### src/rtl/camrx_csr_pkg.sv
package camrx_csr_pkg;

    localparam int WORD_W    = 32;
    localparam int SETTLE_W  = 5;
    localparam int LANE_EN_W = 5;
    localparam int LCNT_W    = 2;
    localparam int DT_W      = 6;
    localparam int DIM_W     = 16;

    // word offsets
    localparam int OFS_CTRL = 'h00;
    localparam int OFS_PHY  = 'h04;
    localparam int OFS_CFG  = 'h08;
    localparam int OFS_MASK = 'h10;
    localparam int OFS_SRC  = 'h14;
    localparam int OFS_RES  = 'h2C;

    // control word bits
    localparam int CTRL_EN_B   = 0;
    localparam int CTRL_SRST_B = 4;
    localparam int CTRL_EXT_B  = 8;
    localparam int CTRL_UPD_B  = 16;
    localparam int CTRL_ALN_B  = 20;
    localparam int CTRL_SWAP_B = 31;

    localparam int PHY_SET_LSB = 27;
    localparam int CFG_DT_LSB  = 2;
    localparam int RES_W_LSB   = 16;

    // source word positions
    localparam int SRC_FE_B   = 26;
    localparam int SRC_FS_B   = 27;
    localparam int SRC_NI_LSB = 28;
    localparam int SRC_SOT_LSB = 12;
    localparam int SRC_ERR_W  = 6;

    typedef struct packed {
        logic                 swap;
        logic                 align32;
        logic                 ext_clk;
        logic                 enable;
        logic [SETTLE_W-1:0]  settle;
        logic [LANE_EN_W-1:0] lane_en;
        logic [LCNT_W-1:0]    lane_cnt;
        logic [DT_W-1:0]      dtype;
        logic [DIM_W-1:0]     width;
        logic [DIM_W-1:0]     height;
    } camrx_cfg_t;

    function automatic logic [WORD_W-1:0] src_valid(input int lanes);
        logic [WORD_W-1:0] m;
        m = '0;
        m[SRC_ERR_W-1:0] = '1;
        m[SRC_FE_B] = 1'b1;
        m[SRC_FS_B] = 1'b1;
        m[WORD_W-1:SRC_NI_LSB] = '1;
        for (int i = 0; i < lanes; i++) m[SRC_SOT_LSB+i] = 1'b1;
        return m;
    endfunction

endpackage

### src/rtl/camrx_csr_stage.sv
module camrx_csr_stage
    import camrx_csr_pkg::*;
(
    input  logic              clk,
    input  logic              rst_n,
    input  logic              wr_ctrl,
    input  logic              wr_phy,
    input  logic              wr_cfg,
    input  logic              wr_res,
    input  logic              srst,
    input  logic [WORD_W-1:0] wdata,
    output camrx_cfg_t        stage
);

    camrx_cfg_t stage_d, stage_q;

    always_comb begin
        stage_d = stage_q;
        if (srst) begin
            stage_d = '0;
        end else begin
            if (wr_ctrl) begin
                stage_d.enable  = wdata[CTRL_EN_B];
                stage_d.ext_clk = wdata[CTRL_EXT_B];
                stage_d.align32 = wdata[CTRL_ALN_B];
                stage_d.swap    = wdata[CTRL_SWAP_B];
            end
            if (wr_phy) begin
                stage_d.settle  = wdata[PHY_SET_LSB +: SETTLE_W];
                stage_d.lane_en = wdata[LANE_EN_W-1:0];
            end
            if (wr_cfg) begin
                stage_d.lane_cnt = wdata[LCNT_W-1:0];
                stage_d.dtype    = wdata[CFG_DT_LSB +: DT_W];
            end
            if (wr_res) begin
                stage_d.width  = wdata[RES_W_LSB +: DIM_W];
                stage_d.height = wdata[DIM_W-1:0];
            end
        end
    end

    always_ff @(posedge clk or negedge rst_n) begin
        if (!rst_n) stage_q <= '0;
        else        stage_q <= stage_d;
    end

    assign stage = stage_q;

    // soft reset empties the staging copy
    p_srst_stage_r9: assert property (@(posedge clk) disable iff (!rst_n)
        srst |=> (stage_q == '0));

endmodule

### src/rtl/camrx_csr_shadow.sv
module camrx_csr_shadow
    import camrx_csr_pkg::*;
(
    input  logic       clk,
    input  logic       rst_n,
    input  camrx_cfg_t stage,
    input  logic       upd_req,
    input  logic       frame_start,
    input  logic       srst,
    output camrx_cfg_t active,
    output logic       pend
);

    typedef struct packed {
        logic       pend;
        camrx_cfg_t act;
    } shadow_t;

    shadow_t sh_d, sh_q;
    logic    copy;

    always_comb begin
        sh_d = sh_q;
        copy = sh_q.pend && (frame_start || !sh_q.act.enable);
        if (srst) begin
            sh_d = '0;
        end else begin
            if (copy) begin
                sh_d.act  = stage;
                sh_d.pend = 1'b0;
            end
            if (upd_req) sh_d.pend = 1'b1;
        end
    end

    always_ff @(posedge clk or negedge rst_n) begin
        if (!rst_n) sh_q <= '0;
        else        sh_q <= sh_d;
    end

    assign active = sh_q.act;
    assign pend   = sh_q.pend;

    // active copy moves only on a transfer or a soft reset
    p_hold_active_r3: assert property (@(posedge clk) disable iff (!rst_n)
        (!copy && !srst) |=> $stable(sh_q.act));

    // with the receiver idle a pending update completes on the next edge
    p_idle_copy_r4: assert property (@(posedge clk) disable iff (!rst_n)
        (sh_q.pend && !sh_q.act.enable && !srst && !upd_req)
        |=> (!sh_q.pend && sh_q.act == $past(stage)));

    // while running the update waits for frame start
    p_wait_fs_r5: assert property (@(posedge clk) disable iff (!rst_n)
        (sh_q.pend && sh_q.act.enable && !frame_start && !srst) |=> sh_q.pend);

endmodule

### src/rtl/camrx_csr_irq.sv
module camrx_csr_irq
    import camrx_csr_pkg::*;
#(
    parameter int NUM_LANES = 4
) (
    input  logic                 clk,
    input  logic                 rst_n,
    input  logic                 wr_mask,
    input  logic                 wr_src,
    input  logic                 srst,
    input  logic [WORD_W-1:0]    wdata,
    input  logic                 ev_frame_start,
    input  logic                 ev_frame_end,
    input  logic [3:0]           ev_nonimg,
    input  logic [NUM_LANES-1:0] ev_sot_err,
    input  logic [SRC_ERR_W-1:0] ev_err,
    output logic [WORD_W-1:0]    mask,
    output logic [WORD_W-1:0]    src,
    output logic                 irq
);

    localparam logic [WORD_W-1:0] VALID = src_valid(NUM_LANES);

    typedef struct packed {
        logic [WORD_W-1:0] mask;
        logic [WORD_W-1:0] src;
    } irq_t;

    irq_t              irq_d, irq_q;
    logic [WORD_W-1:0] ev_vec;
    logic [WORD_W-1:0] clr;

    always_comb begin
        ev_vec = '0;
        ev_vec[SRC_ERR_W-1:0]              = ev_err;
        ev_vec[SRC_SOT_LSB +: NUM_LANES]   = ev_sot_err;
        ev_vec[SRC_FE_B]                   = ev_frame_end;
        ev_vec[SRC_FS_B]                   = ev_frame_start;
        ev_vec[WORD_W-1:SRC_NI_LSB]        = ev_nonimg;

        clr   = wr_src ? wdata : '0;
        irq_d = irq_q;
        irq_d.src = ((irq_q.src & ~clr) | ev_vec) & VALID;
        if (wr_mask) irq_d.mask = wdata & VALID;
        if (srst)    irq_d.src  = '0;
    end

    always_ff @(posedge clk or negedge rst_n) begin
        if (!rst_n) irq_q <= '0;
        else        irq_q <= irq_d;
    end

    assign mask = irq_q.mask;
    assign src  = irq_q.src;
    assign irq  = |(irq_q.src & irq_q.mask);

    // an event beats a clear in the same cycle
    p_set_wins_r7: assert property (@(posedge clk) disable iff (!rst_n)
        (ev_frame_start && !srst) |=> irq_q.src[SRC_FS_B]);

    // written ones clear when no event arrives
    p_w1c_r7: assert property (@(posedge clk) disable iff (!rst_n)
        (wr_src && !srst && ev_vec == '0) |=> ((irq_q.src & $past(wdata)) == '0));

    // soft reset leaves the mask alone
    p_mask_keep_r9: assert property (@(posedge clk) disable iff (!rst_n)
        (srst && !wr_mask) |=> $stable(irq_q.mask));

    // a raised request needs both a source and a mask bit
    p_irq_cause_r8: assert property (@(posedge clk) disable iff (!rst_n)
        irq |-> (irq_q.src != '0 && irq_q.mask != '0));

endmodule

### src/rtl/camrx_csr.sv
module camrx_csr
    import camrx_csr_pkg::*;
#(
    parameter int ADDR_W    = 8,
    parameter int NUM_LANES = 4
) (
    input  logic                 clk,
    input  logic                 rst_n,
    input  logic [ADDR_W-1:0]    bus_addr,
    input  logic                 bus_wr,
    input  logic [31:0]          bus_wdata,
    output logic [31:0]          bus_rdata,
    input  logic                 ev_frame_start,
    input  logic                 ev_frame_end,
    input  logic [3:0]           ev_nonimg,
    input  logic [NUM_LANES-1:0] ev_sot_err,
    input  logic [5:0]           ev_err,
    output logic                 act_enable,
    output logic                 act_ext_clk,
    output logic                 act_align32,
    output logic                 act_swap,
    output logic [4:0]           act_settle,
    output logic [4:0]           act_lane_en,
    output logic [1:0]           act_lane_cnt,
    output logic [5:0]           act_dtype,
    output logic [15:0]          act_width,
    output logic [15:0]          act_height,
    output logic                 irq
);

    logic hit_ctrl, hit_phy, hit_cfg, hit_mask, hit_src, hit_res;
    logic srst, upd_req, pend;
    camrx_cfg_t        stage, active;
    logic [WORD_W-1:0] mask, src;

    assign hit_ctrl = (bus_addr == ADDR_W'(OFS_CTRL));
    assign hit_phy  = (bus_addr == ADDR_W'(OFS_PHY));
    assign hit_cfg  = (bus_addr == ADDR_W'(OFS_CFG));
    assign hit_mask = (bus_addr == ADDR_W'(OFS_MASK));
    assign hit_src  = (bus_addr == ADDR_W'(OFS_SRC));
    assign hit_res  = (bus_addr == ADDR_W'(OFS_RES));

    assign srst    = bus_wr && hit_ctrl && bus_wdata[CTRL_SRST_B];
    assign upd_req = bus_wr && hit_ctrl && bus_wdata[CTRL_UPD_B] && !srst;

    camrx_csr_stage u_stage (
        .clk     (clk),
        .rst_n   (rst_n),
        .wr_ctrl (bus_wr && hit_ctrl),
        .wr_phy  (bus_wr && hit_phy),
        .wr_cfg  (bus_wr && hit_cfg),
        .wr_res  (bus_wr && hit_res),
        .srst    (srst),
        .wdata   (bus_wdata),
        .stage   (stage)
    );

    camrx_csr_shadow u_shadow (
        .clk         (clk),
        .rst_n       (rst_n),
        .stage       (stage),
        .upd_req     (upd_req),
        .frame_start (ev_frame_start),
        .srst        (srst),
        .active      (active),
        .pend        (pend)
    );

    camrx_csr_irq #(.NUM_LANES(NUM_LANES)) u_irq (
        .clk            (clk),
        .rst_n          (rst_n),
        .wr_mask        (bus_wr && hit_mask),
        .wr_src         (bus_wr && hit_src),
        .srst           (srst),
        .wdata          (bus_wdata),
        .ev_frame_start (ev_frame_start),
        .ev_frame_end   (ev_frame_end),
        .ev_nonimg      (ev_nonimg),
        .ev_sot_err     (ev_sot_err),
        .ev_err         (ev_err),
        .mask           (mask),
        .src            (src),
        .irq            (irq)
    );

    always_comb begin
        bus_rdata = '0;
        if (hit_ctrl) begin
            bus_rdata[CTRL_EN_B]   = stage.enable;
            bus_rdata[CTRL_EXT_B]  = stage.ext_clk;
            bus_rdata[CTRL_UPD_B]  = pend;
            bus_rdata[CTRL_ALN_B]  = stage.align32;
            bus_rdata[CTRL_SWAP_B] = stage.swap;
        end else if (hit_phy) begin
            bus_rdata[PHY_SET_LSB +: SETTLE_W] = stage.settle;
            bus_rdata[LANE_EN_W-1:0]           = stage.lane_en;
        end else if (hit_cfg) begin
            bus_rdata[LCNT_W-1:0]         = stage.lane_cnt;
            bus_rdata[CFG_DT_LSB +: DT_W] = stage.dtype;
        end else if (hit_res) begin
            bus_rdata[RES_W_LSB +: DIM_W] = stage.width;
            bus_rdata[DIM_W-1:0]          = stage.height;
        end else if (hit_mask) begin
            bus_rdata = mask;
        end else if (hit_src) begin
            bus_rdata = src;
        end
    end

    assign act_enable   = active.enable;
    assign act_ext_clk  = active.ext_clk;
    assign act_align32  = active.align32;
    assign act_swap     = active.swap;
    assign act_settle   = active.settle;
    assign act_lane_en  = active.lane_en;
    assign act_lane_cnt = active.lane_cnt;
    assign act_dtype    = active.dtype;
    assign act_width    = active.width;
    assign act_height   = active.height;

endmodule

### config.mk
export PLATFORM = sky130hd
export DESIGN_NAME = camrx_csr
export DESIGN_NICKNAME = d
export VERILOG_FILES = /design/src/rtl/camrx_csr_pkg.sv /design/src/rtl/camrx_csr_stage.sv /design/src/rtl/camrx_csr_shadow.sv /design/src/rtl/camrx_csr_irq.sv /design/src/rtl/camrx_csr.sv
export SDC_FILE = /design/constraint.sdc
export NUM_CORES = 1
export LEC_CHECK = 0
export CORE_MARGIN = 2
export CORE_UTILIZATION = 40
export CTS_CLUSTER_DIAMETER = 50
export DETAILED_ROUTE_END_ITERATION = 6
export PLACE_DENSITY = 0.76
export SLEW_MARGIN = 20
export SYNTH_ARGS = -nofsm -noshare
export SYNTH_HDL_FRONTEND = slang
export SYNTH_SLANG_ARGS = --single-unit
### constraint.sdc
create_clock -name clk -period 2.17 [get_ports clk]
set_input_delay 0.434 -clock clk [delete_from_list [all_inputs] [get_ports clk]]
set_output_delay 0.434 -clock clk [all_outputs]
set_load 0.01 [all_outputs]
# Yosys cells after proc, flatten, opt, wreduce, memory -nomap -nowiden
# Cells that the tools add are included.
dict set report op_classes {
  n_bitwise 4
  n_eq_ne 5
  muxes 27
  reduce_logical 21
}
# op n
set ops {}
lappend ops {{two-way mux 32 bit} 6}
lappend ops {{two-way mux 55 bit} 2}
lappend ops {{bitwise AND 32 bit} 2}
lappend ops {{two-way mux 54 bit} 1}
lappend ops {{inverter 32 bit} 1}
lappend ops {{bitwise OR 32 bit} 1}
lappend ops {{OR reduction 32 bit} 1}
lappend ops {{two-way mux 24 bit} 1}
lappend ops {{two-way mux 22 bit} 1}
lappend ops {{two-way mux 10 bit} 2}
lappend ops {{equality test 8 x 5 -> 1 bit (second input constant)} 2}
lappend ops {{two-way mux 8 bit} 2}
lappend ops {{two-way mux 7 bit} 2}
lappend ops {{logical AND 1 bit} 10}
lappend ops {{two-way mux 5 bit} 2}
lappend ops {{nonzero test 2 bit} 5}
lappend ops {{equality test 8 x 3 -> 1 bit (second input constant)} 1}
lappend ops {{equality test 8 x 4 -> 1 bit (second input constant)} 1}
lappend ops {{equality test 8 x 6 -> 1 bit (second input constant)} 1}
lappend ops {{logical NOT 8 bit} 1}
lappend ops {{two-way mux 1 bit} 6}
lappend ops {{two-way mux 4 bit} 1}
lappend ops {{two-way mux 3 bit} 1}
lappend ops {{nonzero test 3 bit} 1}
lappend ops {{2 further kinds} 3}
dict set report totals {
  input_bits 59
  word_cells 80
  regBits 157
}

# Longest topological paths before layout
dict set report logic_depth {
  word_depth 7
  depth_mapped 7
  depth_no_buf 4
}

# Modules after synthesis
# Synthesis repeated with hierarchy kept, for this count alone.
dict set report unflattened {
  hier_cells 753
  area_unflattened_um2 7915.1
}
# mod n_inst area_each_um2 cells_each
set modules_own_cells {}
lappend modules_own_cells {camrx_csr_shadow 1 2797.7 239}
lappend modules_own_cells {camrx_csr_stage 1 2215.9 175}
lappend modules_own_cells {camrx_csr_irq 1 1595.3 144}
lappend modules_own_cells {camrx_csr 1 1306.3 195}

# Least setup slack after synthesis
# OpenSTA, ideal clock, no wires.
dict set report synth_path {
  kind {input port to output port}
  from {input port bus_addr[5]}
  to {output port bus_rdata[0]}
  arrival_time_ns 2.014
  cell_stages 6
  n_path_buf 2
  required_time_ns 1.736
  path_slack_ns -0.278
  cell_sequence {or4b_1 -> buf_2 -> nor3_4 -> buf_2 -> a221oi_1 -> o31ai_1}
}
dict set report synth_between {
  elab_chain_cells 7
}
# element line_no
set synth_lines {}
lappend synth_lines {{start, declared} camrx_csr.sv:9} ;# input logic [ADDR_W-1:0] bus_addr,
lappend synth_lines {{equality test 8 x 5 -> 1 bit} camrx_csr.sv:40} ;# assign hit_src = (bus_addr == ADDR_W'(OFS_SRC));
lappend synth_lines {{two-way mux 32 bit} camrx_csr.sv:105} ;# end else if (hit_src) begin
lappend synth_lines {{two-way mux 32 bit} camrx_csr.sv:103} ;# end else if (hit_mask) begin
lappend synth_lines {{two-way mux 32 bit} camrx_csr.sv:100} ;# end else if (hit_res) begin
lappend synth_lines {{two-way mux 8 bit} camrx_csr.sv:97} ;# end else if (hit_cfg) begin
lappend synth_lines {{two-way mux 5 bit} camrx_csr.sv:94} ;# end else if (hit_phy) begin
lappend synth_lines {{two-way mux 1 bit *} camrx_csr.sv:88} ;# if (hit_ctrl) begin
lappend synth_lines {{end, declared} camrx_csr.sv:12} ;# output logic [31:0] bus_rdata,
# Mark *: on every way between the ends. The rest lies on a longest branch, timed or not.

# Final worst setup path
dict set report layout_path {
  from {input port bus_addr[5]}
  to {output port bus_rdata[4]}
}
dict set report layout_between {
  elab_chain_cells 7
}
# element line_no
set layout_lines {}
lappend layout_lines {{equality test 8 x 5 -> 1 bit} camrx_csr.sv:40}
lappend layout_lines {{two-way mux 32 bit} camrx_csr.sv:105}
lappend layout_lines {{two-way mux 32 bit} camrx_csr.sv:103}
lappend layout_lines {{two-way mux 32 bit} camrx_csr.sv:100}
lappend layout_lines {{two-way mux 8 bit} camrx_csr.sv:97}
lappend layout_lines {{two-way mux 5 bit} camrx_csr.sv:94}
lappend layout_lines {{two-way mux 7 bit *} camrx_csr.sv:88}
# Marked as above.

==> impl_metrics.json <==
{
  "drtIter0Drc": 638,
  "cp_cell_sequence": "buf_6 -> or4b_4 -> buf_4 -> nor3_1 -> o22ai_1 -> a21oi_2 -> buf_2",
  "max_freq_mhz": 401,
  "grt_start_max_net_pins": 57,
  "min_period_ns": 2.50,
  "register_area_um2": 3530,
  "core_um2": 15900,
  "cp_max_fo": 5,
  "cts.clk_slew.worst_paths_ns": 0.05,
  "cp.arrival_ns": 2.06,
  "vdd_drop_max_v": 0.000538,
  "area_growth_pct": 48.4,
  "totalWireLength_um": 21300,
  "yosysUniqueCellTypes": 47,
  "r2r_cells": 5,
  "r2r-end": "u_shadow.active[48]$_DFFE_PN0P_",
  "skew_ns": 0.00472,
  "synth.ff_latch_count": 141,
  "p_comb_frac": 0.075,
  "cts_made_buffers": 17,
  "placed_area_um2": 8710,
  "required_ns": 1.74,
  "cts.htree.levels": 4,
  "fin_crit_sh": 1.15,
  "rsz0062_at_grt": "yes",
  "io_buffers": 145,
  "clk-insertion-delay-late_ns": 0.42,
  "first_global_vias": 6071,
  "cp-startpoint": "bus_addr[5]",
  "ff2ff_setup_slack_ns": 0.94,
  "cts_tree": "done",
  "antenna_found_initial": 0,
  "clockPowerShare": 0.477,
  "dr.pass1.iters": 6,
  "rows": 46,
  "drive_gt1_frac": 0.257,
  "p_per_area_nw_per_um2": 631,
  "synth-edff-count": 0,
  "clock_sink_count": 141,
  "hold_violations": 0,
  "nNetsFinal": 955,
  "setup_ws_ns": -0.326,
  "initial_utilization": 0.412,
  "syn_inst": 693,
  "total_power_mw": 6.15,
  "slowest_stage": "or4b_4",
  "worst_pin_slew_ns": 0.446,
  "utilization": 0.611,
  "p_int_mw": 4.80,
  "finalInstanceArea_um2": 9740,
  "vias": 6147,
  "violations": "negative setup slack",
  "n_antenna_cell": 0,
  "power.switching_mw": 1.34,
  "dp_cells": 1066,
  "yosysWarnings": 0,
  "drc": 0,
  "cpPeakStageDelay_ns": 0.57,
  "slew_headroom": 0.702,
  "end_kind": "primary output",
  "fill_cells": 1278,
  "maxSlewViolCount": 0,
  "path_class": "in -> out",
  "multiInputGateArea_um2": 3010,
  "status": "finished, violations left",
  "pwr-share-seq": 0.449,
  "stdcell_count": 1123,
  "io_pins": 146,
  "die_area_um2": 17400,
  "hold_class": "in -> async",
  "leakagePower_nw": 4.27,
  "grt_first_pass_wirelength_um": 33200,
  "synthesis.nets": 752,
  "syn_avg_cell_area_um2": 9.47,
  "gr-total-overflow": 0,
  "via_per_inst": 5.47,
  "clock_path_buffers": 2,
  "netSwitchingFraction": 0.219,
  "cp-endpoint": "bus_rdata[4]",
  "grt.total_usage": 0.242,
  "drv_cap": 0,
  "dp_hpwl_um": 14500,
  "synth_flop_cell": "dfrtp_1",
  "fin_tns_setup_ns": -6.57,
  "wl_per_cell_um": 18.9,
  "netlist_area_um2": 6560,
  "antenna_left": 0,
  "rr_startpoint": "u_shadow.active[50]$_DFFE_PN0P_",
  "yosysSeqAreaShare": 0.538,
  "die_x_um": 132,
  "cts-root-buf": "clkbuf_16",
  "postSynth.asyncResetShare": 1.00,
  "routabilityCongestion": 0.917,
  "final-setup-viol-count": 32,
  "die_h_um": 132,
  "cp-start-kind": "primary input"
}
## placed cells by master, fill, tap and decap left out, drive strengths merged, types with 4 or more instances in the layout
| master | netlist | layout |
|---|---|---|
| nand2 | 198 | 198 |
| a22o | 13 | 13 |
| clkdlybuf4s50 | 0 | 103 |
| o21a | 22 | 22 |
| a21oi | 120 | 120 |
| mux2i | 4 | 4 |
| a21boi | 16 | 16 |
| a222oi | 5 | 5 |
| a221oi | 5 | 5 |
| o21ai | 5 | 5 |
| o22ai | 5 | 5 |
| mux2 | 21 | 21 |
| nor2b | 4 | 4 |
| buf | 26 | 130 |
| clkinv | 0 | 5 |
| dfrtp | 141 | 141 |
| nand3 | 22 | 22 |
| a221o | 5 | 5 |
| and2 | 12 | 12 |
| inv | 7 | 7 |
| clkbuf | 25 | 22 |
| nor3 | 9 | 9 |
## worst max-delay path: cells and delay by family
kind	cells	cell delay [ns]
buffers and inverters	3	0.45
AND/OR/NAND/NOR	2	0.86
AO/OA/AOI/OAI	2	0.32
## registers in the layout, indices dropped and copies added (netlist names)
name             cells
u_irq.mask          16
u_irq.src           16
u_shadow.active     54
u_stage.stage       54
u_shadow.pend        1
## stage by stage
stage | hold slack, ns | setup slack, ns
global placement | 0.391 | -1.06
CTS | 0.523 | -0.334
finish | 0.506 | -0.326
floorplan | 0.138 | -0.0892
global route | 0.548 | -0.353
detailed placement | 0.390 | -1.08
## power groups by stage
stage / clock network [mW] / logic, mW / registers, mW
finish: 2.93 / 0.458 / 2.76
global route: 3.07 / 0.495 / 2.76
CTS: 2.96 / 0.445 / 2.75
detailed placement: 0 / 0.434 / 2.80
global placement: 0 / 0.429 / 2.80
floorplan: 0 / 0.153 / 2.78
## layout make-up
type | instances | area share
inverters | 7 | 0.00270
clock inverters | 8 | 0.0118
flip-flops and latches | 141 | 0.362
repair buffers | 235 | 0.238
multi-input cells | 494 | 0.309
well taps | 216 | 0.0277
clock buffers | 22 | 0.0487
## cell usage after synthesis (2+ instances only)
| cell | n | area [um^2] |
|---|---|---|
| nand2_1 | 197 | 739 |
| a221o_1 | 5 | 50.1 |
| buf_4 | 7 | 52.6 |
| a21oi_1 | 120 | 601 |
| a21boi_0 | 16 | 120 |
| dfrtp_1 | 141 | 3530 |
| nand2b_1 | 2 | 12.5 |
| a221oi_1 | 5 | 43.8 |
| nor2_1 | 3 | 11.3 |
| o21a_1 | 22 | 165 |
| mux2_2 | 11 | 124 |
| buf_2 | 16 | 80.1 |
| or4b_1 | 2 | 20.0 |
| inv_1 | 7 | 26.3 |
| o22ai_1 | 5 | 31.3 |
| mux2_4 | 10 | 150 |
| clkbuf_1 | 24 | 90.1 |
| mux2i_1 | 4 | 40.0 |
| nor3_1 | 7 | 35.0 |
| buf_1 | 2 | 7.51 |
| nor2b_1 | 4 | 25.0 |
| nor3_4 | 2 | 32.5 |
| a22o_1 | 13 | 114 |
| nor4_1 | 2 | 12.5 |
| and2_1 | 12 | 75.1 |
| a222oi_1 | 5 | 50.1 |
| nand3_1 | 22 | 110 |
| nor4b_1 | 2 | 17.5 |
| or3_1 | 3 | 18.8 |
| o21ai_0 | 5 | 25.0 |
## worst min path at each step
stage / start / to / slack (ns) / cells past startpoint
floorplan: rst_n / u_irq.mask[0]$_DFFE_PN0P_ / 0.14 / 0
global placement: rst_n / u_irq.src[1]$_DFF_PN0_ / 0.39 / 1
detailed placement: rst_n / u_irq.src[1]$_DFF_PN0_ / 0.39 / 1
CTS: u_shadow.active[28]$_DFFE_PN0P_ / u_shadow.active[28]$_DFFE_PN0P_ / 0.52 / 2
global route: rst_n / u_irq.src[1]$_DFF_PN0_ / 0.55 / 2
finish: rst_n / u_irq.src[1]$_DFF_PN0_ / 0.51 / 2
## logic make-up after synthesis
group                  share of synthesized area
multiplexers                              0.0479
flip-flops                                 0.538
AND/OR/NAND/NOR                            0.183
buffers and inverters                     0.0416
AO/OA/AOI/OAI                              0.190
## timing repair
action                                 CTS  global route
pin swaps                               37            23
endpoints found under the hold margin   44             0
gates resized for setup                214            44
hold buffers                             1             0
gates cloned                             3             0
setup endpoints to repair              174            33
setup buffers                           20            11
## per-layer routing
layer / vias up / track usage / wire (um)
li1: 2828 / - / -
met1: 3012 / 0.320 / 8830
met2: 270 / 0.389 / 10300
met3: 37 / 0.0619 / 1670
met4: 0 / 0.0797 / 429
met5: - / 0 / 0
Note: power is estimated with default switching activity, not from simulation.
